File: src/rtl/alu_shift_pkg.sv
// Shared types for the arithmetic/logic/shift unit.
// Assumes nothing beyond a 4-bit select split into source and function.
package alu_shift_pkg;

    typedef enum logic [1:0] {
        SRC_ARITH = 2'b00,
        SRC_LOGIC = 2'b01,
        SRC_SHR   = 2'b10,
        SRC_SHL   = 2'b11
    } src_e;

    typedef enum logic [1:0] {
        LF_AND = 2'b00,
        LF_OR  = 2'b01,
        LF_XOR = 2'b10,
        LF_NOT = 2'b11
    } logic_fn_e;

    typedef enum logic [1:0] {
        Y_B    = 2'b00,
        Y_NOTB = 2'b01,
        Y_ZERO = 2'b10,
        Y_ONES = 2'b11
    } y_sel_e;

endpackage

File: src/rtl/alu_arith.sv
// Arithmetic stage: a single adder whose second operand is steered among
// B, ~B, zero and all-ones; together with the carry input this yields
// eight operations. Assumes inputs are settled, defined values.
module alu_arith
    import alu_shift_pkg::*;
#(
    parameter int WIDTH = 8
) (
    input  logic [WIDTH-1:0] a,
    input  logic [WIDTH-1:0] b,
    input  logic [1:0]       fn,
    input  logic             cin,
    output logic [WIDTH-1:0] sum,
    output logic             cout
);

    localparam int SUMW = WIDTH + 1;

    logic [WIDTH-1:0] y_op;
    logic [SUMW-1:0]  full;

    // Steer the adder's second operand from the function code.
    always_comb begin
        unique case (y_sel_e'(fn))
            Y_B:     y_op = b;
            Y_NOTB:  y_op = ~b;
            Y_ZERO:  y_op = '0;
            default: y_op = '1;
        endcase
    end

    // Single ripple-style sum with carry in; top bit is the carry out.
    always_comb begin
        full = {1'b0, a} + {1'b0, y_op} + {{WIDTH{1'b0}}, cin};
        sum  = full[WIDTH-1:0];
        cout = full[WIDTH];
    end

    // Check the adder against independent arithmetic views of each mode.
    always_comb begin
        if (fn == 2'b01 && cin) begin
            a_r2_true_subtract: assert (sum == WIDTH'(a - b));
        end
        if (fn == 2'b10 && !cin) begin
            a_r3_transfer_no_carry: assert (sum == a && !cout);
        end
        if (fn == 2'b11 && !cin) begin
            a_r4_decrement_borrow: assert (sum == WIDTH'(a - 1'b1) && cout == (a != '0));
        end
    end

endmodule

File: src/rtl/alu_logic.sv
// Logic stage: AND, OR, XOR of A and B, or complement of A.
// Assumes defined inputs; no carry involvement.
module alu_logic
    import alu_shift_pkg::*;
#(
    parameter int WIDTH = 8
) (
    input  logic [WIDTH-1:0] a,
    input  logic [WIDTH-1:0] b,
    input  logic [1:0]       fn,
    output logic [WIDTH-1:0] res
);

    // Bitwise function selected by the lower select bits.
    always_comb begin
        unique case (logic_fn_e'(fn))
            LF_AND:  res = a & b;
            LF_OR:   res = a | b;
            LF_XOR:  res = a ^ b;
            default: res = ~a;
        endcase
    end

    // Complement output must be the exact inverse of A.
    always_comb begin
        if (fn == 2'b11) begin
            a_r5_complement: assert ((res ^ a) == {WIDTH{1'b1}});
        end
    end

endmodule

File: src/rtl/alu_shift1.sv
// One-bit shifter; SHIFT_LEFT picks the direction at elaboration.
// The vacated end takes the serial fill bit. Assumes WIDTH >= 2.
module alu_shift1 #(
    parameter int WIDTH      = 8,
    parameter bit SHIFT_LEFT = 1'b0
) (
    input  logic [WIDTH-1:0] a,
    input  logic             fill,
    output logic [WIDTH-1:0] res
);

    localparam int TOP = WIDTH - 1;

    generate
        if (SHIFT_LEFT) begin : g_left
            // Each bit takes its lower neighbour; bit 0 takes the fill.
            assign res[0] = fill;
            for (genvar i = 1; i < WIDTH; i++) begin : g_bit
                assign res[i] = a[i-1];
            end
            // Left result must equal A shifted up with the fill appended.
            always_comb begin
                a_r7_left_shift: assert (res == {a[TOP-1:0], fill});
            end
        end else begin : g_right
            // Each bit takes its upper neighbour; top bit takes the fill.
            assign res[TOP] = fill;
            for (genvar i = 0; i < TOP; i++) begin : g_bit
                assign res[i] = a[i+1];
            end
            // Right result must equal A shifted down with the fill on top.
            always_comb begin
                a_r6_right_shift: assert (res == {fill, a[TOP:1]});
            end
        end
    endgenerate

endmodule

File: src/rtl/alu_shift_unit.sv
// Top of the arithmetic/logic/shift unit. op_sel[3:2] selects the source
// (arith, logic, shift right, shift left); op_sel[1:0] the function.
// Purely combinational; assumes the caller registers the result.
module alu_shift_unit
    import alu_shift_pkg::*;
#(
    parameter int WIDTH = 8
) (
    input  logic [WIDTH-1:0] a_in,
    input  logic [WIDTH-1:0] b_in,
    input  logic [3:0]       op_sel,
    input  logic             carry_in,
    input  logic             fill_msb,
    input  logic             fill_lsb,
    output logic [WIDTH-1:0] result,
    output logic             carry_out
);

    logic [WIDTH-1:0] arith_res;
    logic             arith_cout;
    logic [WIDTH-1:0] logic_res;
    logic [WIDTH-1:0] shr_res;
    logic [WIDTH-1:0] shl_res;
    src_e             src;

    assign src = src_e'(op_sel[3:2]);

    alu_arith #(.WIDTH(WIDTH)) u_arith (
        .a    (a_in),
        .b    (b_in),
        .fn   (op_sel[1:0]),
        .cin  (carry_in),
        .sum  (arith_res),
        .cout (arith_cout)
    );

    alu_logic #(.WIDTH(WIDTH)) u_logic (
        .a   (a_in),
        .b   (b_in),
        .fn  (op_sel[1:0]),
        .res (logic_res)
    );

    alu_shift1 #(.WIDTH(WIDTH), .SHIFT_LEFT(1'b0)) u_shr (
        .a    (a_in),
        .fill (fill_msb),
        .res  (shr_res)
    );

    alu_shift1 #(.WIDTH(WIDTH), .SHIFT_LEFT(1'b1)) u_shl (
        .a    (a_in),
        .fill (fill_lsb),
        .res  (shl_res)
    );

    // Output multiplexer: pick one source; carry only from the adder.
    always_comb begin
        carry_out = 1'b0;
        unique case (src)
            SRC_ARITH: begin
                result    = arith_res;
                carry_out = arith_cout;
            end
            SRC_LOGIC: result = logic_res;
            SRC_SHR:   result = shr_res;
            default:   result = shl_res;
        endcase
    end

    // Non-arithmetic sources never report a carry; arith add is exact.
    always_comb begin
        if (op_sel[3:2] != 2'b00) begin
            a_r8_no_carry_outside_arith: assert (!carry_out);
        end
        if (op_sel == 4'b0000) begin
            a_r1_add: assert ({carry_out, result} == ({1'b0, a_in} + {1'b0, b_in} + {{WIDTH{1'b0}}, carry_in}));
        end
    end

endmodule

File: config.mk
export PLATFORM = sky130hd
export DESIGN_NAME = alu_shift_unit
export DESIGN_NICKNAME = d
export VERILOG_FILES = /design/src/rtl/alu_shift_pkg.sv /design/src/rtl/alu_arith.sv /design/src/rtl/alu_logic.sv /design/src/rtl/alu_shift1.sv /design/src/rtl/alu_shift_unit.sv
export SDC_FILE = /design/constraint.sdc
export NUM_CORES = 1
export LEC_CHECK = 0
export BUFFER_PORTS_ARGS = -buffer_cell sky130_fd_sc_hd__buf_2
export CORE_UTILIZATION = 55
export DETAILED_ROUTE_END_ITERATION = 10
export GPL_ROUTABILITY_DRIVEN = 0
export GPL_TIMING_DRIVEN = 1
export PLACE_DENSITY_LB_ADDON = 0.08
export SETUP_SLACK_MARGIN = 0.4
export SYNTH_ARGS = -nofsm -noshare
export SYNTH_HDL_FRONTEND = slang
export SYNTH_SLANG_ARGS = --single-unit
export TNS_END_PERCENT = 100
File: constraint.sdc
create_clock -name vclk -period 4.6
set_clock_uncertainty 0.15 [all_clocks]
set_input_delay 0.46 -clock vclk [all_inputs]
set_output_delay 0.46 -clock vclk [all_outputs]
set_load 0.005 [all_outputs]
==> results.tsv, run 1 <==
stage	metric	value	unit
run_status	outcome	completed	
sta	worst slew margin relative to its limit	0.735	
logic_synthesis	register area share after synthesis	0	
logic_synthesis	Mapped Nets	178	
logic_synthesis	Post-Synth XOR/XNOR Area	0.0733	
sta	Worst-Margin Slew	398	ps
cells_and_area	layout cell share with drive strength beyond 1	0.301	
cells_and_area	commonest non-fill, non-tap cell in the layout	sky130_fd_sc_hd__buf_2	
logic_synthesis	number of distinct library cells after synthesis	27	
logic_synthesis	syn avg cell area	9.19	um2
cells_and_area	most used cells in the layout excluding fill and tap cells	32 x sky130_fd_sc_hd__buf_2, 28 x sky130_fd_sc_hd__inv_1, 23 x sky130_fd_sc_hd__ha_1	
cells_and_area	area grow syn2layout	13.4	%
critical_path	Setup Crit Path Kind	in -> out	
logic_synthesis	mapped cell area	0.00119	mm2
cells_and_area	cell area after layout	0.00136	mm2
sta	setup violators final	0	
run	MaxCap Viol Count	0	
global_routing	leftover overflow at the end of global routing	0	
critical_path	worst setup path endpoint	result[4]	
floorplanning	Horiz. Die Dim	48.6	um
critical_path	gate family responsible for the most delay along the worst path	adder cells	
routing	total number of vias	988	
floorplanning	area enclosed by the die boundary	0.00236	mm2
routing	Post-Route WL	2360	um
global_routing	number of global-route vias before repair	896	
clock_network	postcts setup bufs	0	
routing	ANT nets after route	0	
logic_synthesis	Compound-Gate Fraction of Synth Area	0.103	
critical_path	required time reported for the critical path endpoint	3990	ps
logic_synthesis	count of yosys warnings during synthesis	0	
placed_design	dpl cell area	0.00136	mm2
sta	Final Hold Viols	0	
cells_and_area	Filler Cells Inserted	183	
global_routing	initial antenna violation count	0	
logic_synthesis	Synth Area in Adders	0.274	
logic_synthesis	gate count after technology mapping	130	
floorplanning	number of placed I/O pins	32	
critical_path	Crit. End Element	output port	
routing	Avg WL per Cell	12.9	um
critical_path	Critical-path top delay cell	sky130_fd_sc_hd__mux4_2	
sta	shortest period the worst path allows	3540	ps
cells_and_area	area of all sequential standard cells	0	um2
floorplanning	Initial Utilization	0.597	
floorplanning	die height	48.6	um
sta	final worst-path cycle share	0.769	
routing	DR vias/cell	5.40	
power	leakage power figure	0.691	nW
cells_and_area	antenna diode count	0	
critical_path	startpoint of the most critical setup path	op_sel[1]	
critical_path	Crit. path cell count	11	
critical_path	CP peak stage delay	460	ps
cells_and_area	layout net count	206	
routing	first-pass detailed-route iteration total	4	
sta	Total Negative Setup Slacks	0	ps
critical_path	combined buffer and inverter count along the critical path	2	
worst_hold_path	worst hold path type	in -> out	
floorplanning	core area	0.00200	mm2
routing	DRC violation count after routing	0	
placed_design	buffers added on ports	32	
critical_path	largest fanout of any net on the critical path	16	
critical_path	Critical Path, Cell by Cell	buf_2, nor2_1, xnor2_1, fa_1, fa_1, nor2b_1, o21a_1, nor2_1, xnor2_1, mux4_2, buf_2	
power	power density over the cells	123	mW/mm2
cells_and_area	flip-flop and latch count	0	
critical_path	Worst Path Arrival	2930	ps
logic_synthesis	basic-gate share of the synthesized area counting and, or, nand and nor cells	0.103	
sta	timing-limited maximum frequency	283	MHz
global_routing	largest net degree at the start of global routing	17	
placed_design	post-detailed-placement half-perimeter wirelength	2040	um
clock_network	post_cts resized	0	
logic_synthesis	multiplexer share of the synthesized area	0.331	
cells_and_area	clock buffer count in the final layout	0	
power	maximum ir drop on the vdd rail	0.0700	mV
sta	final-report max-slew violation count	0	
logic_synthesis	largest family of logic cells by synthesized area	multiplexers	
critical_path	Critical Path Source Type	input port	
floorplanning	number of rows created at floorplan	16	
sta	unrepaired setup endpoints after global routing	false	
global_routing	total routing usage reported by global routing	0.213	
global_routing	first-pass GRT wire length	4070	um
clock_network	number of hold buffers added after CTS	0	
routing	count of routing violations after the opening detailed-route iteration	10	
==> synthesized netlist by cell type <==
cell type	number	share of area
sky130_fd_sc_hd__buf_2	3	0.013
sky130_fd_sc_hd__a21oi_1	3	0.013
sky130_fd_sc_hd__nand2_1	3	0.0094
sky130_fd_sc_hd__ha_1	23	0.24
sky130_fd_sc_hd__nor2_1	9	0.028
sky130_fd_sc_hd__buf_6	1	0.0094
sky130_fd_sc_hd__mux4_2	11	0.21
sky130_fd_sc_hd__o2111ai_1	1	0.0073
sky130_fd_sc_hd__nand3_1	2	0.0084
sky130_fd_sc_hd__o31a_1	1	0.0073
sky130_fd_sc_hd__o21a_1	3	0.019
sky130_fd_sc_hd__a221oi_1	1	0.0073
sky130_fd_sc_hd__inv_1	28	0.088
sky130_fd_sc_hd__xnor2_1	10	0.073
sky130_fd_sc_hd__nor3_1	1	0.0042
sky130_fd_sc_hd__nor2b_1	2	0.010
sky130_fd_sc_hd__o41ai_2	1	0.014
sky130_fd_sc_hd__nand2b_1	7	0.037
sky130_fd_sc_hd__a211oi_1	1	0.0063
sky130_fd_sc_hd__o21ai_0	4	0.017
sky130_fd_sc_hd__a21boi_1	2	0.013
sky130_fd_sc_hd__or2_2	1	0.0052
sky130_fd_sc_hd__clkbuf_1	2	0.0063
sky130_fd_sc_hd__mux2i_1	2	0.017
sky130_fd_sc_hd__fa_1	2	0.034
sky130_fd_sc_hd__mux4_1	4	0.088
sky130_fd_sc_hd__mux2_2	2	0.019
==> area by class of cell <==
class	count	area [um2]	share of cell area
timing repair buffer	32	160	0.118
inverter	28	105	0.0776
tap	27	33.8	0.0249
multi-input combinational	96	1060	0.779
==> report_power, final <==
part / leakage [nW] / internal (mW) / switching [mW]
registers: 0 / 0 / 0
logic: 0.691 / 0.0882 / 0.0782
clock network: 0 / 0 / 0
total: 0.691 / 0.0882 / 0.0782
==> cell families after synthesis <==
| group | count (synthesis) |
|---|---|
| AOI/OAI and AO/OA | 17 |
| xor gates and xnor gates | 10 |
| adders and majority gates | 25 |
| buffers and inverters | 34 |
| muxes | 19 |
| and+or+nand+nor | 25 |
==> how the worst min path moves through the flow <==
stage,from,end,slack (ps),depth (start not counted)
2_1_floorplan,fill_msb,result[7],970,2
3_3_place_gp,fill_lsb,result[0],1150,3
3_5_place_dp,fill_lsb,result[0],1160,3
4_1_cts,fill_lsb,result[0],1160,3
5_1_grt,fill_lsb,result[0],1190,3
6_report,fill_lsb,result[0],1170,3
==> through the flow <==
stage | worst slack [ps] | util | hold slack (ps) | total power [mW] | std cells
2_1_floorplan | 1320 | - | 975 | 0.121 | 130
3_3_place_gp | 1170 | 0.677 | 1150 | 0.161 | 183
3_5_place_dp | 1090 | 0.677 | 1160 | 0.166 | 183
4_1_cts | 1070 | 0.677 | 1160 | 0.167 | 183
5_1_grt | 946 | 0.677 | 1190 | 0.185 | 183
6_report | 1060 | 0.677 | 1170 | 0.166 | 183
==> per-layer routing <==
| layer | global-route usage | share of wire | up-vias |
|---|---|---|---|
| li1 | - | - | 506 |
| met1 | 0.329 | 0.51 | 460 |
| met2 | 0.356 | 0.46 | 22 |
| met3 | 0 | 0.029 | 0 |
| met4 | 0 | 0 | 0 |
| met5 | 0 | 0 | - |
==> tightest hold or removal path, stage by stage <==
cell and delay, ps:
sky130_fd_sc_hd__buf_2 80, sky130_fd_sc_hd__mux4_2 210, sky130_fd_sc_hd__buf_2 100
(Power assumes the default switching activity.)
==> inputs of run 2 (changes only) <==
Clock period 4.6 ns to 3.32 ns, I/O delays scaled along.
==> results.tsv, run 2 (synthesized netlist as in run 1, its figures left out) <==
stage	metric	value	unit	change
critical_path	Crit. End Element	output port		
routing	DR vias/cell	5.50		+1.8%
sta	Final Hold Viols	0		unchanged
clock_network	number of hold buffers added after CTS	0		unchanged
sta	Worst-Margin Slew	294	ps	-104 ps
global_routing	total routing usage reported by global routing	0.227		+0.0135
cells_and_area	flip-flop and latch count	0		unchanged
critical_path	Worst Path Arrival	2400	ps	-530 ps
run	MaxCap Viol Count	0		unchanged
critical_path	required time reported for the critical path endpoint	2840	ps	-1150 ps
sta	setup violators final	0		unchanged
cells_and_area	most used cells in the layout excluding fill and tap cells	29 x sky130_fd_sc_hd__buf_2, 27 x sky130_fd_sc_hd__inv_1, 23 x sky130_fd_sc_hd__ha_1		
global_routing	largest net degree at the start of global routing	13		-4
cells_and_area	layout cell share with drive strength beyond 1	0.396		+0.0951
routing	ANT nets after route	0		unchanged
floorplanning	core area	0.00200	mm2	unchanged
sta	shortest period the worst path allows	2890	ps	
power	sum of internal, switching and leakage power	0.263	mW	+58%
cells_and_area	layout net count	214		+3.9%
worst_hold_path	worst hold path type	in -> out		
routing	DRC violation count after routing	0		unchanged
critical_path	Critical Path Source Type	input port		
sta	PnR worst setup slack	433	ps	-628 ps
cells_and_area	area of all sequential standard cells	0	um2	unchanged
critical_path	largest fanout of any net on the critical path	2		-14
routing	total number of vias	1050		+6.3%
floorplanning	Initial Utilization	0.597		unchanged
critical_path	Setup Crit Path Kind	in -> out		
global_routing	leftover overflow at the end of global routing	0		unchanged
sta	timing-limited maximum frequency	346	MHz	
sta	worst slew margin relative to its limit	0.802		+0.0673
global_routing	number of global-route vias before repair	983		+9.7%
cells_and_area	commonest non-fill, non-tap cell in the layout	sky130_fd_sc_hd__buf_2		
floorplanning	area enclosed by the die boundary	0.00236	mm2	unchanged
routing	count of routing violations after the opening detailed-route iteration	21		+11
sta	unrepaired setup endpoints after global routing	true		
global_routing	initial antenna violation count	0		unchanged
cells_and_area	antenna diode count	0		unchanged
placed_design	post-detailed-placement half-perimeter wirelength	2110	um	+3.2%
cells_and_area	area grow syn2layout	25.4	%	
routing	Avg WL per Cell	13.8	um	+6.9%
floorplanning	number of rows created at floorplan	16		unchanged
routing	Post-Route WL	2640	um	+12%
cells_and_area	clock buffer count in the final layout	0		unchanged
routing	first-pass detailed-route iteration total	4		unchanged
sta	final worst-path cycle share	0.870		
power	maximum ir drop on the vdd rail	0.109	mV	+56%
placed_design	worst slack at placement	280	ps	-809 ps
floorplanning	die height	48.6	um	unchanged
cells_and_area	fraction of the core area covered by cells at the end of the flow	0.749		+0.0719
floorplanning	number of placed I/O pins	32		unchanged
global_routing	first-pass GRT wire length	4360	um	+7.1%
power	leakage power figure	0.761	nW	+10%
sta	final-report max-slew violation count	0		unchanged
run_status	outcome	completed		
floorplanning	Horiz. Die Dim	48.6	um	unchanged
power	power density over the cells	176	mW/mm2	+43%
sta	Total Negative Setup Slacks	0	ps	unchanged
sta	final-layout worst hold slack	901	ps	-266 ps
placed_design	buffers added on ports	32		unchanged
==> run 2: cell types whose count changed in the layout (fill, tap and decap cells not counted), moves of 2 or more <==
cell                      previous run  this run
sky130_fd_sc_hd__buf_2              32        29
sky130_fd_sc_hd__nor2_1              9         7
sky130_fd_sc_hd__xnor2_1            10         8
sky130_fd_sc_hd__buf_6               0         2
sky130_fd_sc_hd__buf_4               0         8
sky130_fd_sc_hd__fa_2                0         2
sky130_fd_sc_hd__fa_1                2         0
==> run 2: worst paths after layout <==
kind,from,endpoint,slack [ps],cells after the start
setup / recovery,b_in[0],result[4],430,12
hold / removal,fill_lsb,result[0],900,3
==> run 2: stage by stage <==
stage	instance area, um2	std cells
after global routing	1500	191
after detailed placement	1370	185
final	1500	191
after CTS	1440	187
after floorplan	1200	130
after global placement	1370	185
==> run 2: worst max-delay path: stages <==
cell and delay [ps]:
sky130_fd_sc_hd__buf_8 100, sky130_fd_sc_hd__inv_4 50, sky130_fd_sc_hd__nor2_4 40, sky130_fd_sc_hd__xnor2_2 130
sky130_fd_sc_hd__fa_2 360, sky130_fd_sc_hd__fa_2 360, sky130_fd_sc_hd__nor2b_2 140, sky130_fd_sc_hd__o21a_1 140
sky130_fd_sc_hd__nor2_2 40, sky130_fd_sc_hd__xnor2_1 120, sky130_fd_sc_hd__mux4_2 460, sky130_fd_sc_hd__buf_2 140
==> run 2: cell type report <==
cell class | instances | area [um2]
fillers | 157 | 503
inverters | 28 | 108
multi-input cells | 96 | 1110
well taps | 27 | 33.8
repair buffers | 40 | 243
==> run 2: timing repair <==
action	4_1_cts	5_1_grt
endpoints found under the hold margin	0	0
setup buffers	2	4
setup endpoints to repair	4	4
pin swaps	7	10
gates resized for setup	13	7
==> run 2: power by group <==
group / total, mW / internal (mW) / switching [mW]
logic: 0.263 / 0.144 / 0.119
registers: 0 / 0 / 0
clock network: 0 / 0 / 0
total: 0.263 / 0.144 / 0.119
==> run 2: routing by layer <==
layer  GRT usage  routed length, um  up-vias
met1       0.336               1290      505
met3     0.00314                 54        0
met4     0.00490                  0        0
met5           0                  0        -
li1            -                  -      522
met2       0.391               1290       23
==> inputs of run 3 (changes only) <==
Settings changed: BUFFER_PORTS_ARGS -buffer_cell sky130_fd_sc_hd__buf_2 to unset, DONT_BUFFER_PORTS set to 1.
==> results.tsv, run 3 (synthesized netlist as in run 1, its figures left out) <==
stage	metric	value	unit	change
clock_network	number of hold buffers added after CTS	0		unchanged
sta	Final Hold Viols	0		unchanged
placed_design	post-detailed-placement half-perimeter wirelength	2030	um	-3.7%
critical_path	Worst Path Arrival	2270	ps	-130 ps
floorplanning	number of placed I/O pins	32		unchanged
critical_path	Critical Path, Cell by Cell	inv_1, nor2_1, xnor2_1, fa_2, fa_2, nor2b_1, o2111ai_1, nand3_1, mux2_2, a21boi_1		
critical_path	Critical-path top delay cell	sky130_fd_sc_hd__fa_2		
cells_and_area	layout net count	174		-19%
cells_and_area	commonest non-fill, non-tap cell in the layout	sky130_fd_sc_hd__inv_1		
critical_path	combined buffer and inverter count along the critical path	1		-2
critical_path	required time reported for the critical path endpoint	2840	ps	about the same
placed_design	buffers added on ports	0		-100%
power	power density over the cells	155	mW/mm2	-12%
cells_and_area	most used cells in the layout excluding fill and tap cells	28 x sky130_fd_sc_hd__inv_1, 23 x sky130_fd_sc_hd__ha_1, 11 x sky130_fd_sc_hd__mux4_2		
global_routing	largest net degree at the start of global routing	17		+4
sta	Total Negative Setup Slacks	0	ps	unchanged
critical_path	largest fanout of any net on the critical path	2		unchanged
worst_hold_path	Hold Path End	result[7]		
sta	final-report max-slew violation count	0		unchanged
global_routing	number of global-route vias before repair	923		-6.1%
placed_design	number of placed instances with taps included	151		-18%
critical_path	most frequent cell on the critical path	sky130_fd_sc_hd__fa_2		
routing	DRC violation count after routing	0		unchanged
global_routing	initial antenna violation count	0		unchanged
sta	final worst-path cycle share	0.828		-0.0411
cells_and_area	clock buffer count in the final layout	0		unchanged
routing	first-pass detailed-route iteration total	4		unchanged
run_status	outcome	completed		
power	maximum ir drop on the vdd rail	0.0666	mV	-39%
run	MaxCap Viol Count	0		unchanged
global_routing	total routing usage reported by global routing	0.222		-0.00475
routing	count of routing violations after the opening detailed-route iteration	8		-62%
routing	DR vias/cell	5.89		+7.1%
routing	Post-Route WL	2400	um	-9.1%
floorplanning	Horiz. Die Dim	48.6	um	unchanged
critical_path	gate family responsible for the most delay along the worst path	adder cells		
critical_path	Critical Path Source Type	input port		
sta	Worst-Margin Slew	310	ps	+16.5 ps
cells_and_area	fraction of the core area covered by cells at the end of the flow	0.599		-0.149
sta	PnR worst setup slack	570	ps	+136 ps
worst_hold_path	launch point of the worst hold path	op_sel[3]		
floorplanning	Initial Utilization	0.597		unchanged
critical_path	Setup Crit Path Kind	in -> out		
cells_and_area	area grow syn2layout	0.419	%	
critical_path	Crit. End Element	output port		
floorplanning	die height	48.6	um	unchanged
worst_hold_path	cell depth of the worst min-delay path	1		-2
sta	shortest period the worst path allows	2750	ps	-136 ps
routing	Avg WL per Cell	15.9	um	+15%
sta	timing-limited maximum frequency	364	MHz	+5.0%
sta	unrepaired setup endpoints after global routing	false		
placed_design	worst slack at placement	533	ps	+252 ps
floorplanning	area enclosed by the die boundary	0.00236	mm2	unchanged
global_routing	first-pass GRT wire length	4200	um	-3.8%
sta	worst slew margin relative to its limit	0.791		-0.0111
power	sum of internal, switching and leakage power	0.186	mW	-29%
cells_and_area	antenna diode count	0		unchanged
routing	total number of vias	889		-15%
floorplanning	number of rows created at floorplan	16		unchanged
cells_and_area	post-layout instance count excluding filler cells	151		-21%
worst_hold_path	worst hold path type	in -> out		
cells_and_area	layout cell share with drive strength beyond 1	0.137		-0.259
cells_and_area	area of all sequential standard cells	0	um2	unchanged
global_routing	leftover overflow at the end of global routing	0		unchanged
floorplanning	core area	0.00200	mm2	unchanged
cells_and_area	flip-flop and latch count	0		unchanged
sta	setup violators final	0		unchanged
power	leakage power figure	0.563	nW	-26%
critical_path	CP peak stage delay	360	ps	-100 ps
routing	ANT nets after route	0		unchanged
run 3: cell count changes in the layout (fill, tap and decap cells not counted), sizes merged:
cell  delta
buf     -40
run 3: power by group:
part,internal (mW),switching (mW)
registers,0,0
clock network,0,0
logic,0.104,0.0823
total,0.104,0.0823
run 3: area by class of cell:
type	count	area [um2]
fill	188	802
tap	27	33.8
inverter	28	105
multi-input combinational	96	1060
run 3: worst max path at each step:
stage / end / start / cells after the start
6_report: result[6] / b_in[0] / 10
5_1_grt: result[6] / b_in[0] / 10
4_1_cts: result[6] / b_in[0] / 10
3_5_place_dp: result[6] / b_in[0] / 10
3_3_place_gp: result[6] / b_in[0] / 10
2_1_floorplan: result[4] / op_sel[0] / 10
run 3: per-layer routing:
metal,up-vias,track usage,part of all wire
met5,-,0,0
met3,2,0.0220,0.055
met2,22,0.382,0.46
met4,0,0.0147,0.0067
li1,441,-,-
met1,424,0.313,0.48
run 3: through the flow:
step | area (um2) | hold WS [ps]
after floorplan | 1200 | 719
after global placement | 1200 | 589
after detailed placement | 1200 | 591
after CTS | 1200 | 591
after global routing | 1200 | 593
final | 1200 | 593
run 3: what timing repair did:
action                     4_1_cts  5_1_grt
setup endpoints to repair        0        1
buffers inserted                 0        0
gates resized for setup          0        1
